`src/rtl/nfc_pkg.sv`:
```
package nfc_pkg;

  localparam int TF_W  = 8;   // width of one phase count
  localparam int DLY_W = 4;   // width of a latch-to-read delay

  typedef enum logic [1:0] {
    WIN_DATA = 2'd0,
    WIN_CMD  = 2'd1,
    WIN_ADDR = 2'd2,
    WIN_ALT  = 2'd3
  } win_e;

  typedef enum logic [2:0] {
    PH_IDLE,
    PH_SETUP,
    PH_STROBE,
    PH_HOLD,
    PH_RELEASE
  } phase_e;

  // bit 31 .. bit 0 : release, hold, strobe, setup
  typedef struct packed {
    logic [TF_W-1:0] release_cnt;
    logic [TF_W-1:0] hold_cnt;
    logic [TF_W-1:0] strobe_cnt;
    logic [TF_W-1:0] setup_cnt;
  } timing_t;

  typedef struct packed {
    logic [DLY_W-1:0] ale_re;
    logic [DLY_W-1:0] cle_re;
    logic             wide;
    logic             nand_type;
    logic             enable;
    logic             rdy_wait;
    logic             soft_rst;
  } ctrl_t;

endpackage

```
`src/rtl/nfc_cfg_regs.sv`:
```
module nfc_cfg_regs
  import nfc_pkg::*;
#(
  parameter int      NUM_SPACES = 2,
  parameter int      CA_W       = 2,
  parameter logic [31:0] TIM_RST  = 32'h0104_0600,
  parameter logic [31:0] CTRL_RST = 32'h0000_000C
) (
  input  logic                         clk,
  input  logic                         rst_n,
  input  logic                         cfg_we,
  input  logic [CA_W-1:0]              cfg_addr,
  input  logic [$bits(timing_t)-1:0]   cfg_wdata,
  output ctrl_t                        ctrl,
  output timing_t [NUM_SPACES-1:0]     tim_set
);

  ctrl_t ctrl_q;
  ctrl_t ctrl_d;
  logic  ctrl_hit;

  assign ctrl_hit = cfg_we && (cfg_addr == '0);

  always_comb begin
    ctrl_d.soft_rst  = cfg_wdata[0];
    ctrl_d.rdy_wait  = cfg_wdata[1];
    ctrl_d.enable    = cfg_wdata[2];
    ctrl_d.nand_type = cfg_wdata[3];
    ctrl_d.wide      = cfg_wdata[4];
    ctrl_d.cle_re    = cfg_wdata[9 +: DLY_W];
    ctrl_d.ale_re    = cfg_wdata[13 +: DLY_W];
  end

  always_ff @(posedge clk or negedge rst_n) begin
    if (!rst_n) begin
      ctrl_q.soft_rst  <= CTRL_RST[0];
      ctrl_q.rdy_wait  <= CTRL_RST[1];
      ctrl_q.enable    <= CTRL_RST[2];
      ctrl_q.nand_type <= CTRL_RST[3];
      ctrl_q.wide      <= CTRL_RST[4];
      ctrl_q.cle_re    <= CTRL_RST[9 +: DLY_W];
      ctrl_q.ale_re    <= CTRL_RST[13 +: DLY_W];
    end else if (ctrl_hit) begin
      ctrl_q <= ctrl_d;
    end
  end

  assign ctrl = ctrl_q;

  for (genvar s = 0; s < NUM_SPACES; s++) begin : g_space
    timing_t tim_q;
    logic    hit;

    assign hit = cfg_we && (cfg_addr == CA_W'(s + 1));

    always_ff @(posedge clk or negedge rst_n) begin
      if (!rst_n) begin
        tim_q <= timing_t'(TIM_RST);
      end else if (hit) begin
        tim_q <= timing_t'(cfg_wdata);
      end
    end

    assign tim_set[s] = tim_q;
  end

endmodule

```
`src/rtl/nfc_phase_timer.sv`:
```
module nfc_phase_timer #(
  parameter int LEN_W = 9
) (
  input  logic             clk,
  input  logic             rst_n,
  input  logic             load,
  input  logic [LEN_W-1:0] len,
  output logic             done
);

  logic [LEN_W-1:0] cnt_q;
  logic [LEN_W-1:0] cnt_d;
  logic             cnt_en;

  // len is never zero: the sequencer folds zero counts to one
  always_comb begin
    cnt_en = load || (cnt_q != '0);
    if (load) begin
      cnt_d = len - LEN_W'(1);
    end else begin
      cnt_d = cnt_q - LEN_W'(1);
    end
  end

  always_ff @(posedge clk or negedge rst_n) begin
    if (!rst_n) begin
      cnt_q <= '0;
    end else if (cnt_en) begin
      cnt_q <= cnt_d;
    end
  end

  assign done = (cnt_q == '0);

endmodule

```
`src/rtl/nfc_seq.sv`:
```
module nfc_seq
  import nfc_pkg::*;
#(
  parameter int DW         = 16,
  parameter int NUM_SPACES = 2,
  parameter int RB_SYNC    = 2,
  parameter int LEN_W      = TF_W + 1
) (
  input  logic                     clk,
  input  logic                     rst_n,
  input  ctrl_t                    ctrl,
  input  timing_t [NUM_SPACES-1:0] tim_set,
  input  logic                     req_valid,
  output logic                     req_ready,
  input  logic                     req_write,
  input  logic [1:0]               req_win,
  input  logic                     req_attr,
  input  logic [DW-1:0]            req_wdata,
  output logic                     rsp_valid,
  output logic [DW-1:0]            rsp_rdata,
  output logic                     timer_load,
  output logic [LEN_W-1:0]         timer_len,
  input  logic                     timer_done,
  output logic                     nand_ce_n,
  output logic                     nand_cle,
  output logic                     nand_ale,
  output logic                     nand_we_n,
  output logic                     nand_re_n,
  output logic [DW-1:0]            nand_dq_out,
  output logic                     nand_dq_oe,
  input  logic [DW-1:0]            nand_dq_in,
  input  logic                     nand_rb
);

  localparam int HW = DW / 2;

  phase_e              ph_q, ph_d;
  logic                wr_q;
  win_e                win_q;
  win_e                last_q, last_d;
  logic                attr_q;
  logic [DW-1:0]       wdata_q;
  logic                rsp_q, rsp_d;
  logic [DW-1:0]       rdata_q, rdata_cap;
  logic [RB_SYNC-1:0]  rb_sync_q;
  logic                rb_s;
  logic                accept;
  logic                stall;
  logic                active;
  timing_t             tim_req, tim_cur;
  logic [LEN_W-1:0]    ext;

  function automatic logic [LEN_W-1:0] eff(input logic [TF_W-1:0] v);
    return (v == '0) ? LEN_W'(1) : LEN_W'(v);
  endfunction

  assign rb_s      = rb_sync_q[RB_SYNC-1];
  assign req_ready = (ph_q == PH_IDLE) && ctrl.enable && ctrl.nand_type && !ctrl.soft_rst;
  assign accept    = req_valid && req_ready;
  assign tim_req   = tim_set[req_attr];
  assign tim_cur   = tim_set[attr_q];
  assign stall     = !wr_q && ctrl.rdy_wait && !rb_s;
  assign rdata_cap = ctrl.wide ? nand_dq_in : {{(DW-HW){1'b0}}, nand_dq_in[HW-1:0]};

  always_comb begin
    case (last_q)
      WIN_CMD:  ext = LEN_W'(ctrl.cle_re);
      WIN_ADDR: ext = LEN_W'(ctrl.ale_re);
      default:  ext = '0;
    endcase
  end

  // next-state logic
  always_comb begin
    ph_d       = ph_q;
    last_d     = last_q;
    rsp_d      = 1'b0;
    timer_load = 1'b0;
    timer_len  = LEN_W'(1);
    case (ph_q)
      PH_IDLE: begin
        if (accept) begin
          ph_d       = PH_SETUP;
          timer_load = 1'b1;
          timer_len  = eff(tim_req.setup_cnt) + (req_write ? '0 : ext);
        end
      end
      PH_SETUP: begin
        if (timer_done) begin
          ph_d       = PH_STROBE;
          timer_load = 1'b1;
          timer_len  = eff(tim_cur.strobe_cnt);
        end
      end
      PH_STROBE: begin
        if (timer_done && !stall) begin
          ph_d       = PH_HOLD;
          timer_load = 1'b1;
          timer_len  = eff(tim_cur.hold_cnt);
          rsp_d      = !wr_q;
        end
      end
      PH_HOLD: begin
        if (timer_done) begin
          ph_d       = PH_RELEASE;
          timer_load = 1'b1;
          timer_len  = eff(tim_cur.release_cnt);
        end
      end
      PH_RELEASE: begin
        if (timer_done) begin
          ph_d   = PH_IDLE;
          last_d = win_q;
        end
      end
      default: ph_d = PH_IDLE;
    endcase
    if (ctrl.soft_rst) begin
      ph_d       = PH_IDLE;
      timer_load = 1'b0;
      rsp_d      = 1'b0;
    end
  end

  // state registers
  always_ff @(posedge clk or negedge rst_n) begin
    if (!rst_n) begin
      ph_q      <= PH_IDLE;
      last_q    <= WIN_DATA;
      rsp_q     <= 1'b0;
      wr_q      <= 1'b0;
      win_q     <= WIN_DATA;
      attr_q    <= 1'b0;
      wdata_q   <= '0;
      rdata_q   <= '0;
      rb_sync_q <= '0;
    end else begin
      ph_q      <= ph_d;
      last_q    <= last_d;
      rsp_q     <= rsp_d;
      rb_sync_q <= {rb_sync_q[RB_SYNC-2:0], nand_rb};
      if (accept) begin
        wr_q    <= req_write;
        win_q   <= win_e'(req_win);
        attr_q  <= req_attr;
        wdata_q <= req_wdata;
      end
      if (rsp_d) begin
        rdata_q <= rdata_cap;
      end
    end
  end

  // bus decode from state
  assign active      = (ph_q != PH_IDLE);
  assign nand_ce_n   = !active;
  assign nand_cle    = active && (win_q == WIN_CMD);
  assign nand_ale    = active && (win_q == WIN_ADDR);
  assign nand_we_n   = !((ph_q == PH_STROBE) && wr_q);
  assign nand_re_n   = !((ph_q == PH_STROBE) && !wr_q);
  assign nand_dq_oe  = active && wr_q;
  assign nand_dq_out = ctrl.wide ? wdata_q : {{(DW-HW){1'b0}}, wdata_q[HW-1:0]};
  assign rsp_valid   = rsp_q;
  assign rsp_rdata   = rdata_q;

endmodule

```
`src/rtl/nfc_bus_seq.sv`:
```
module nfc_bus_seq
  import nfc_pkg::*;
#(
  parameter int DW         = 16,
  parameter int NUM_SPACES = 2,
  parameter int CA_W       = 2,
  parameter int RB_SYNC    = 2
) (
  input  logic          clk,
  input  logic          rst_n,
  input  logic          cfg_we,
  input  logic [1:0]    cfg_addr,
  input  logic [31:0]   cfg_wdata,
  input  logic          req_valid,
  output logic          req_ready,
  input  logic          req_write,
  input  logic [1:0]    req_win,
  input  logic          req_attr,
  input  logic [15:0]   req_wdata,
  output logic          rsp_valid,
  output logic [15:0]   rsp_rdata,
  output logic          nand_ce_n,
  output logic          nand_cle,
  output logic          nand_ale,
  output logic          nand_we_n,
  output logic          nand_re_n,
  output logic [15:0]   nand_dq_out,
  output logic          nand_dq_oe,
  input  logic [15:0]   nand_dq_in,
  input  logic          nand_rb
);

  localparam int LEN_W = TF_W + 1;

  logic [1:0]               rst_sync_q;
  logic                     rst_int_n;
  ctrl_t                    ctrl;
  timing_t [NUM_SPACES-1:0] tim_set;
  logic                     timer_load;
  logic [LEN_W-1:0]         timer_len;
  logic                     timer_done;

  // asynchronous assert, synchronous release
  always_ff @(posedge clk or negedge rst_n) begin
    if (!rst_n) begin
      rst_sync_q <= '0;
    end else begin
      rst_sync_q <= {rst_sync_q[0], 1'b1};
    end
  end
  assign rst_int_n = rst_sync_q[1];

  nfc_cfg_regs #(
    .NUM_SPACES (NUM_SPACES),
    .CA_W       (CA_W)
  ) u_cfg (
    .clk       (clk),
    .rst_n     (rst_int_n),
    .cfg_we    (cfg_we),
    .cfg_addr  (cfg_addr),
    .cfg_wdata (cfg_wdata),
    .ctrl      (ctrl),
    .tim_set   (tim_set)
  );

  nfc_phase_timer #(
    .LEN_W (LEN_W)
  ) u_timer (
    .clk   (clk),
    .rst_n (rst_int_n),
    .load  (timer_load),
    .len   (timer_len),
    .done  (timer_done)
  );

  nfc_seq #(
    .DW         (DW),
    .NUM_SPACES (NUM_SPACES),
    .RB_SYNC    (RB_SYNC),
    .LEN_W      (LEN_W)
  ) u_seq (
    .clk         (clk),
    .rst_n       (rst_int_n),
    .ctrl        (ctrl),
    .tim_set     (tim_set),
    .req_valid   (req_valid),
    .req_ready   (req_ready),
    .req_write   (req_write),
    .req_win     (req_win),
    .req_attr    (req_attr),
    .req_wdata   (req_wdata),
    .rsp_valid   (rsp_valid),
    .rsp_rdata   (rsp_rdata),
    .timer_load  (timer_load),
    .timer_len   (timer_len),
    .timer_done  (timer_done),
    .nand_ce_n   (nand_ce_n),
    .nand_cle    (nand_cle),
    .nand_ale    (nand_ale),
    .nand_we_n   (nand_we_n),
    .nand_re_n   (nand_re_n),
    .nand_dq_out (nand_dq_out),
    .nand_dq_oe  (nand_dq_oe),
    .nand_dq_in  (nand_dq_in),
    .nand_rb     (nand_rb)
  );

endmodule

```
`config.mk`:
```
export PLATFORM = sky130hd
export DESIGN_NAME = nfc_bus_seq
export DESIGN_NICKNAME = d
export VERILOG_FILES = /design/src/rtl/nfc_pkg.sv /design/src/rtl/nfc_cfg_regs.sv /design/src/rtl/nfc_phase_timer.sv /design/src/rtl/nfc_seq.sv /design/src/rtl/nfc_bus_seq.sv
export SDC_FILE = /design/constraint.sdc
export NUM_CORES = 1
export LEC_CHECK = 0
export ABC_AREA = 1
export CAP_MARGIN = 20
export CORE_MARGIN = 2
export CORE_UTILIZATION = 55
export DETAILED_ROUTE_END_ITERATION = 10
export PLACE_DENSITY = 0.89
export SLEW_MARGIN = 40
export SYNTH_ARGS = -nofsm -noshare
export SYNTH_HDL_FRONTEND = slang
export SYNTH_SLANG_ARGS = --single-unit
```
`constraint.sdc`:
```
create_clock -name clk -period 5.8 [get_ports clk]
set_clock_uncertainty 0.05 [all_clocks]
set_input_delay 0.87 -clock clk [delete_from_list [all_inputs] [get_ports clk]]
set_output_delay 0.87 -clock clk [all_outputs]
set_load 0.03 [all_outputs]
```
==> impl_metrics.py, run 1 <==
metrics = {
    "clock_network": {
        "numClockSinks": 132,
        "cts_buffer_depth": 2,
        "cts_tree": "built",
        "cts_buffers": 17,
        "holdBufCountCts": 0,
        "postCtsSetupRepairBufs": 0,
        "clk_pin_slew_ns": 0.06,
        "cts_resized": 0,
        "cts_max_level": 4,
        "cts_root_buf": "clkbuf_16",
        "clk_latency_ns": 0.43,
    },
    "die": {
        "die_area_sq_um": 13100,
        "coreArea_sq_um": 12000,
        "die_width_microns": 114,
        "core.rowCount": 40,
        "die_h_microns": 114,
        "io_pins": 115,
        "initial_core_util": 0.559,
    },
    "synthesis": {
        "ys_seq_elements": 132,
        "synth_nets": 972,
        "synth_top_family_by_area": "simple AND/OR/NAND/NOR gates",
        "synth_edf_count": 0,
        "synth.top_cells.by_count": "nand2_1, dfrtp_1, inv_1, o21ai_0, nor2_1",
        "synth.top_cell.area_share": 0.457,
        "synth_compound_area_frac": 0.0979,
        "ys_types": 35,
        "yosys.area_share.simple": 0.291,
        "muxShareOfSynthArea": 0.00300,
        "yosysWarnings": 0,
        "synth-xor-area-share": 0.00131,
        "synth_cells": 888,
        "synth_top_area_cell": "dfrtp_1",
        "synth_flop_cell": "dfrtp_1",
        "postSynth.asyncResetShare": 1.00,
        "synth_fa_ha_area_frac": 0.0180,
        "syn_area_sq_um": 6680,
        "synth_most_common_cell": "nand2_1",
        "ys_seq_area_frac": 0.496,
        "avgSynthCellArea_sq_um": 7.53,
        "synthTopCellsByArea": "dfrtp_1, nand2_1, o21ai_0",
    },
    "grt": {
        "grt_pass1_vias": 5601,
        "antenna_found_initial": 0,
        "grt_pass1_wl_microns": 27400,
        "grt_max_degree": 72,
        "grt_usage": 0.272,
        "grt_overflow": 0,
    },
    "power_and_ir_drop": {
        "clockPowerShare": 0.339,
        "p_switching_mw": 1.12,
        "p_int_mw": 2.18,
        "worst_ir_drop_vdd_mv": 0.249,
        "pwr-share-seq": 0.377,
        "p_sw_frac": 0.339,
        "p_leak_nw": 4.29,
        "power_density_nw_per_um2": 389,
        "pwr-share-comb": 0.284,
    },
    "sta": {
        "max_freq_ghz": 0.242,
        "rsz0062_at_grt": "no",
        "hold_ws_ns": 0.136,
        "tightest_slew_ns": 0.647,
        "fin_setup_tns_ns": 0,
        "setup_viol": 0,
        "finalCritPeriodShare": 0.712,
        "slew_violations": 0,
        "finalCriticalPeriod_ns": 4.13,
        "relSlewSlack": 0.567,
        "hold_viol": 0,
    },
    "route": {
        "drt_iter0_markers": 457,
        "vias_per_cell": 5.27,
        "finalWirelength_microns": 17100,
        "dr.pass1.iters": 6,
        "wl_per_cell_microns": 14.9,
        "drc_errors": 0,
        "num_vias": 6046,
        "ant_nets": 0,
    },
    "setup_path": {
        "cp-end-kind": "register",
        "crit_path_cell_trace": "clkdlybuf4s50_1 > inv_2 > or2_2 > o21ai_0 > nand4_1 > o41ai_1 > ha_1 > fa_1 > nand2_1 > nand2_1 > inv_1 > nand2_1 > o21ai_2 > ha_1 > nand3_1 > nor2_4 > nand3_1 > nand2_1 > a21oi_1",
        "cpPeakStageDelay_ns": 0.69,
        "critPathMaxFanout": 9,
        "required_ns": 6.03,
        "startpoint_type": "primary input",
        "arrival_ns": 4.36,
        "rrSetupSlack_ns": 2.52,
        "timing.rr.start": "u_cfg.tim_set[35]",
        "cp_slowest_cell": "clkdlybuf4s50_1",
        "criticalPathCategory": "in2reg",
        "cpMostUsedCell": "nand2_1",
        "crit_path_start": "req_attr",
    },
    "hold_path": {
        "min_path_type": "reg2async",
    },
    "layout": {
        "antennaDiodeCount": 0,
        "drive_gt1_frac": 0.0720,
        "utilization": 0.709,
        "syn2layout_area_growth_pct": 26.9,
        "fin_nets": 1071,
        "fillers": 905,
    },
    "placement": {
        "gp_congestion": 0.969,
        "place_hpwl_microns": 11500,
        "place.port_buffers": 114,
    },
    "job": {
        "cap_violations": 0,
    },
    "run_status": {
        "outcome": "finished, final reports clean",
    },
}
[state kept, by name, indices dropped and copies added (netlist names)]
signal	count
u_seq.wdata_q	16
rst_sync_q	2
u_timer.cnt_q	9
u_seq.win_q	2
u_cfg.tim_set	64
u_seq.rb_sync_q	2
u_seq.ph_q	3
u_seq.attr_q	1
u_cfg.ctrl	13
u_seq.wr_q	1
u_seq.rsp_rdata	16
u_seq.rsp_valid	1
u_seq.last_q	2
[layout make-up]
cell class / count / area [sq um] / share of cell area
clock inverter: 10 / 158 / 0.0186
inverter: 109 / 412 / 0.0485
clock buffer: 22 / 444 / 0.0524
tap: 147 / 184 / 0.0217
sequential: 132 / 3320 / 0.391
multi-input combinational: 609 / 2780 / 0.327
timing repair buffer: 118 / 1190 / 0.140
[placed cells by master, fill, tap and decap left out, types with 2 or more instances in the layout]
master,count
nand2_1,349
dfrtp_1,121
clkdlybuf4s50_1,114
inv_1,104
o21ai_0,101
nor2_1,49
nand3_1,37
clkbuf_16,17
a21oi_1,15
dfstp_2,10
nand4_1,9
ha_1,8
nor2_4,5
clkbuf_1,5
inv_2,4
o21ai_2,4
bufinv_16,4
or2_2,3
nand2_4,3
o21ai_1,3
nor3_1,3
nand2_2,3
clkinvlp_4,3
clkinv_2,3
nand3_2,2
mux2i_1,2
nand3b_1,2
nand3_4,2
nor2_2,2
buf_4,2
[routing by layer]
layer / wire length, microns / track usage / vias up / part of all wire
li1: - / - / 2952 / -
met1: 7140 / 0.353 / 2848 / 0.42
met2: 8500 / 0.440 / 203 / 0.50
met3: 938 / 0.0704 / 43 / 0.055
met4: 521 / 0.107 / 0 / 0.030
met5: 0 / 0 / - / 0
[stage by stage]
stage	power [mW]	instance area, sq um	setup slack [ns]	instances
2_1_floorplan	1.91	6680	1.82	888
3_3_place_gp	2.14	7840	1.40	1114
3_5_place_dp	2.17	7860	1.32	1114
4_1_cts	3.29	8460	1.73	1146
5_1_grt	3.48	8480	1.32	1147
6_report	3.30	8480	1.67	1147
[cells by family after synthesis]
family / Yosys count
and+or+nand+nor: 470
buffers and inverters: 147
muxes: 2
other: 1
AOI/OAI and AO/OA: 126
adders and majority gates: 9
DFF: 132
xor gates and xnor gates: 1
[final timing paths]
| check | to | cells past startpoint |
|---|---|---|
| hold reg to reg | u_cfg.ctrl[5] | 0 |
| min in group clk | rst_sync_q[1] | 0 |
| setup reg to reg | u_timer.cnt_q[8] | 17 |
| hold / removal | u_cfg.ctrl[5] | 0 |
| setup / recovery | u_timer.cnt_q[8] | 19 |
| max in group asynchronous | u_timer.cnt_q[5] | 1 |
[critical path: cells and delay by family]
kind | cells | cell delay (ns)
AOI/OAI and AO/OA | 4 | 0.66
and+or+nand+nor | 9 | 1.09
buffers and inverters | 3 | 0.88
adders and majority gates | 3 | 0.87
[power groups by stage]
stage / combinational [mW] / sequential, mW / clock (mW)
final: 0.937 / 1.24 / 1.12
after detailed placement: 0.917 / 1.25 / 0
after global routing: 1.05 / 1.26 / 1.16
after CTS: 0.928 / 1.24 / 1.12
after floorplan: 0.686 / 1.22 / 0
after global placement: 0.890 / 1.25 / 0
No activity file was read; power rests on OpenSTA's default activity.
==> run 2: changes to the inputs <==
--- a/config.mk
+++ b/config.mk
@@ -8,9 +8,9 @@
 export ABC_AREA = 1
 export CAP_MARGIN = 20
 export CORE_MARGIN = 2
-export CORE_UTILIZATION = 55
+export CORE_UTILIZATION = 53
 export DETAILED_ROUTE_END_ITERATION = 10
-export PLACE_DENSITY = 0.89
+export PLACE_DENSITY = 0.86
 export SLEW_MARGIN = 40
 export SYNTH_ARGS = -nofsm -noshare
 export SYNTH_HDL_FRONTEND = slang
==> constraint.sdc (replaced) <==
create_clock -name clk -period 4.2 [get_ports clk]
set_clock_uncertainty 0.05 [all_clocks]
set_input_delay 0.63 -clock clk [delete_from_list [all_inputs] [get_ports clk]]
set_output_delay 0.63 -clock clk [all_outputs]
set_load 0.03 [all_outputs]
==> run 2 against run 1 <==
  * Via count shrank 0.15%
  * Design area grew 0.66%
  * Sequential power grew 40%
  * Register-to-register slack lost 1.6 ns
  * Clock-buffer cell count grew 1
  * Flip-flop and latch count is the same
  * Worst setup slack lost 1.2 ns
  * First-iteration DRC count grew 0.88%
  * Wire length shrank 2.2%
  * Largest cell class unchanged
  * Largest power group unchanged
==> impl_metrics.py, run 2 (synthesis results as in run 1) <==
metrics = {
    "run_status": {
        "outcome": "finished, final reports clean",
    },
    "clock_network": {
        "clk_latency_ns": 0.42,
        "cts_root_buf": "clkbuf_16",
        "cts_buffers": 17,
        "clk_pin_slew_ns": 0.05,
        "cts_buffer_depth": 2,
        "cts_tree": "built",
        "cts_max_level": 4,
        "cts_resized": 0,
        "numClockSinks": 132,
        "postCtsSetupRepairBufs": 0,
        "holdBufCountCts": 0,
    },
    "sta": {
        "tightest_slew_ns": 0.773,
        "setup_viol": 0,
        "max_freq_ghz": 0.271,
        "finalCriticalPeriod_ns": 3.69,
        "slew_violations": 0,
        "fin_setup_tns_ns": 0,
        "hold_viol": 0,
        "rsz0062_at_grt": "no",
        "worst_slack_ns": 0.513,
        "relSlewSlack": 0.483,
        "finalCritPeriodShare": 0.878,
    },
    "layout": {
        "final_area_sq_um": 8540,
        "final_cell_mix": "nand2_1, dfrtp_1, clkdlybuf4s50_1",
        "final_common_cell": "nand2_1",
        "drive_gt1_frac": 0.0758,
        "fin_nets": 1073,
        "antennaDiodeCount": 0,
        "largest_reg_flops": 64,
        "syn2layout_area_growth_pct": 27.7,
    },
    "grt": {
        "use_met1": 0.348,
        "grt_pass1_wl_microns": 27200,
        "grt_overflow": 0,
        "antenna_found_initial": 0,
        "grt_max_degree": 68,
        "use_met3": 0.0602,
        "grt.met2_usage": 0.417,
        "grt_usage": 0.262,
        "grt.busiest_layer": "met2",
        "grt_pass1_vias": 5671,
    },
    "setup_path": {
        "reg2reg_depth": 17,
        "arrival_ns": 3.91,
        "timing.rr.start": "u_cfg.tim_set[35]",
        "cp-end-kind": "register",
        "critPathMaxFanout": 7,
        "required_ns": 4.42,
        "worstReg2RegEnd": "u_timer.cnt_q[8]",
        "startpoint_type": "primary input",
        "rrSetupSlack_ns": 0.91,
        "criticalPathCategory": "in2reg",
    },
    "route": {
        "finalWirelength_microns": 16700,
        "drt_iter0_markers": 461,
        "wl_per_cell_microns": 14.2,
        "vias_per_cell": 5.14,
        "ant_nets": 0,
        "drc_errors": 0,
        "num_vias": 6037,
        "dr.pass1.iters": 6,
    },
    "power_and_ir_drop": {
        "power_density_nw_per_um2": 531,
        "worst_ir_drop_vdd_mv": 0.372,
        "p_leak_nw": 4.31,
    },
    "placement": {
        "place_hpwl_microns": 11400,
        "place_area_sq_um": 7910,
        "place.port_buffers": 114,
        "gp_congestion": 0.956,
        "post-place-ws_ns": 0.153,
    },
    "die": {
        "coreArea_sq_um": 12500,
        "die_h_microns": 116,
        "die_area_sq_um": 13500,
        "die_width_microns": 116,
        "core.rowCount": 41,
        "io_pins": 115,
        "initial_core_util": 0.536,
    },
    "job": {
        "cap_violations": 0,
    },
    "hold_path": {
        "min_path_type": "reg2async",
    },
}
## run 2: metal layers
metal,vias to the layer above,share of wire
li1,2961,-
met4,0,0.028
met3,45,0.047
met2,199,0.50
met1,2832,0.42
met5,-,0
## run 2: per-stage QoR
stage | util | cells | total power, mW | hold WS [ns]
6_report | 0.685 | 1174 | 4.53 | 0.159
5_1_grt | 0.685 | 1174 | 4.81 | 0.181
4_1_cts | 0.683 | 1173 | 4.54 | 0.302
3_5_place_dp | 0.634 | 1141 | 3.00 | 0.290
3_3_place_gp | 0.634 | 1141 | 2.95 | 0.283
2_1_floorplan | - | 888 | 2.64 | 0.281
## run 2: worst max path at each step
stage	endpoint	slack, ns	start	cells after the start
after floorplan	u_cfg.ctrl[0]	0.22	rst_sync_q[1]	0
after global placement	u_timer.cnt_q[8]	0.25	req_attr	19
after detailed placement	u_timer.cnt_q[8]	0.15	req_attr	19
after CTS	u_timer.cnt_q[6]	0.58	req_attr	19
after global routing	u_timer.cnt_q[8]	0.17	req_attr	19
final	u_timer.cnt_q[8]	0.51	req_attr	19
## run 2: final cells by class
cell class              count  area [sq um]
clock inverters             9           125
multi-input cells         609          2770
inverters                 109           412
repair buffers            120          1210
flip-flops and latches    132          3320
fillers                   960          3930
clock buffers              23           488
well taps                 172           215
## run 2: report_power, final
| part | leakage, nW | switching (mW) | internal (mW) | total, mW |
|---|---|---|---|---|
| Clock | 0.299 | 0.534 | 0.991 | 1.52 |
| Combinational | 2.44 | 0.799 | 0.477 | 1.28 |
| Sequential | 1.57 | 0.186 | 1.55 | 1.73 |
## run 2: critical path, cell delays in order
cell and delay [ns]:
clkdlybuf4s50_1 0.51, inv_2 0.08, or2_2 0.27, o21ai_0 0.10, nand4_1 0.11, o41ai_1 0.42
ha_1 0.26, fa_1 0.41, nand2_1 0.07, nand2_1 0.06, inv_1 0.05, nand2_1 0.06
o21ai_2 0.14, ha_1 0.18, nand3_1 0.17, nor2_4 0.18, nand3_1 0.09, nand2_1 0.06
a21oi_1 0.06
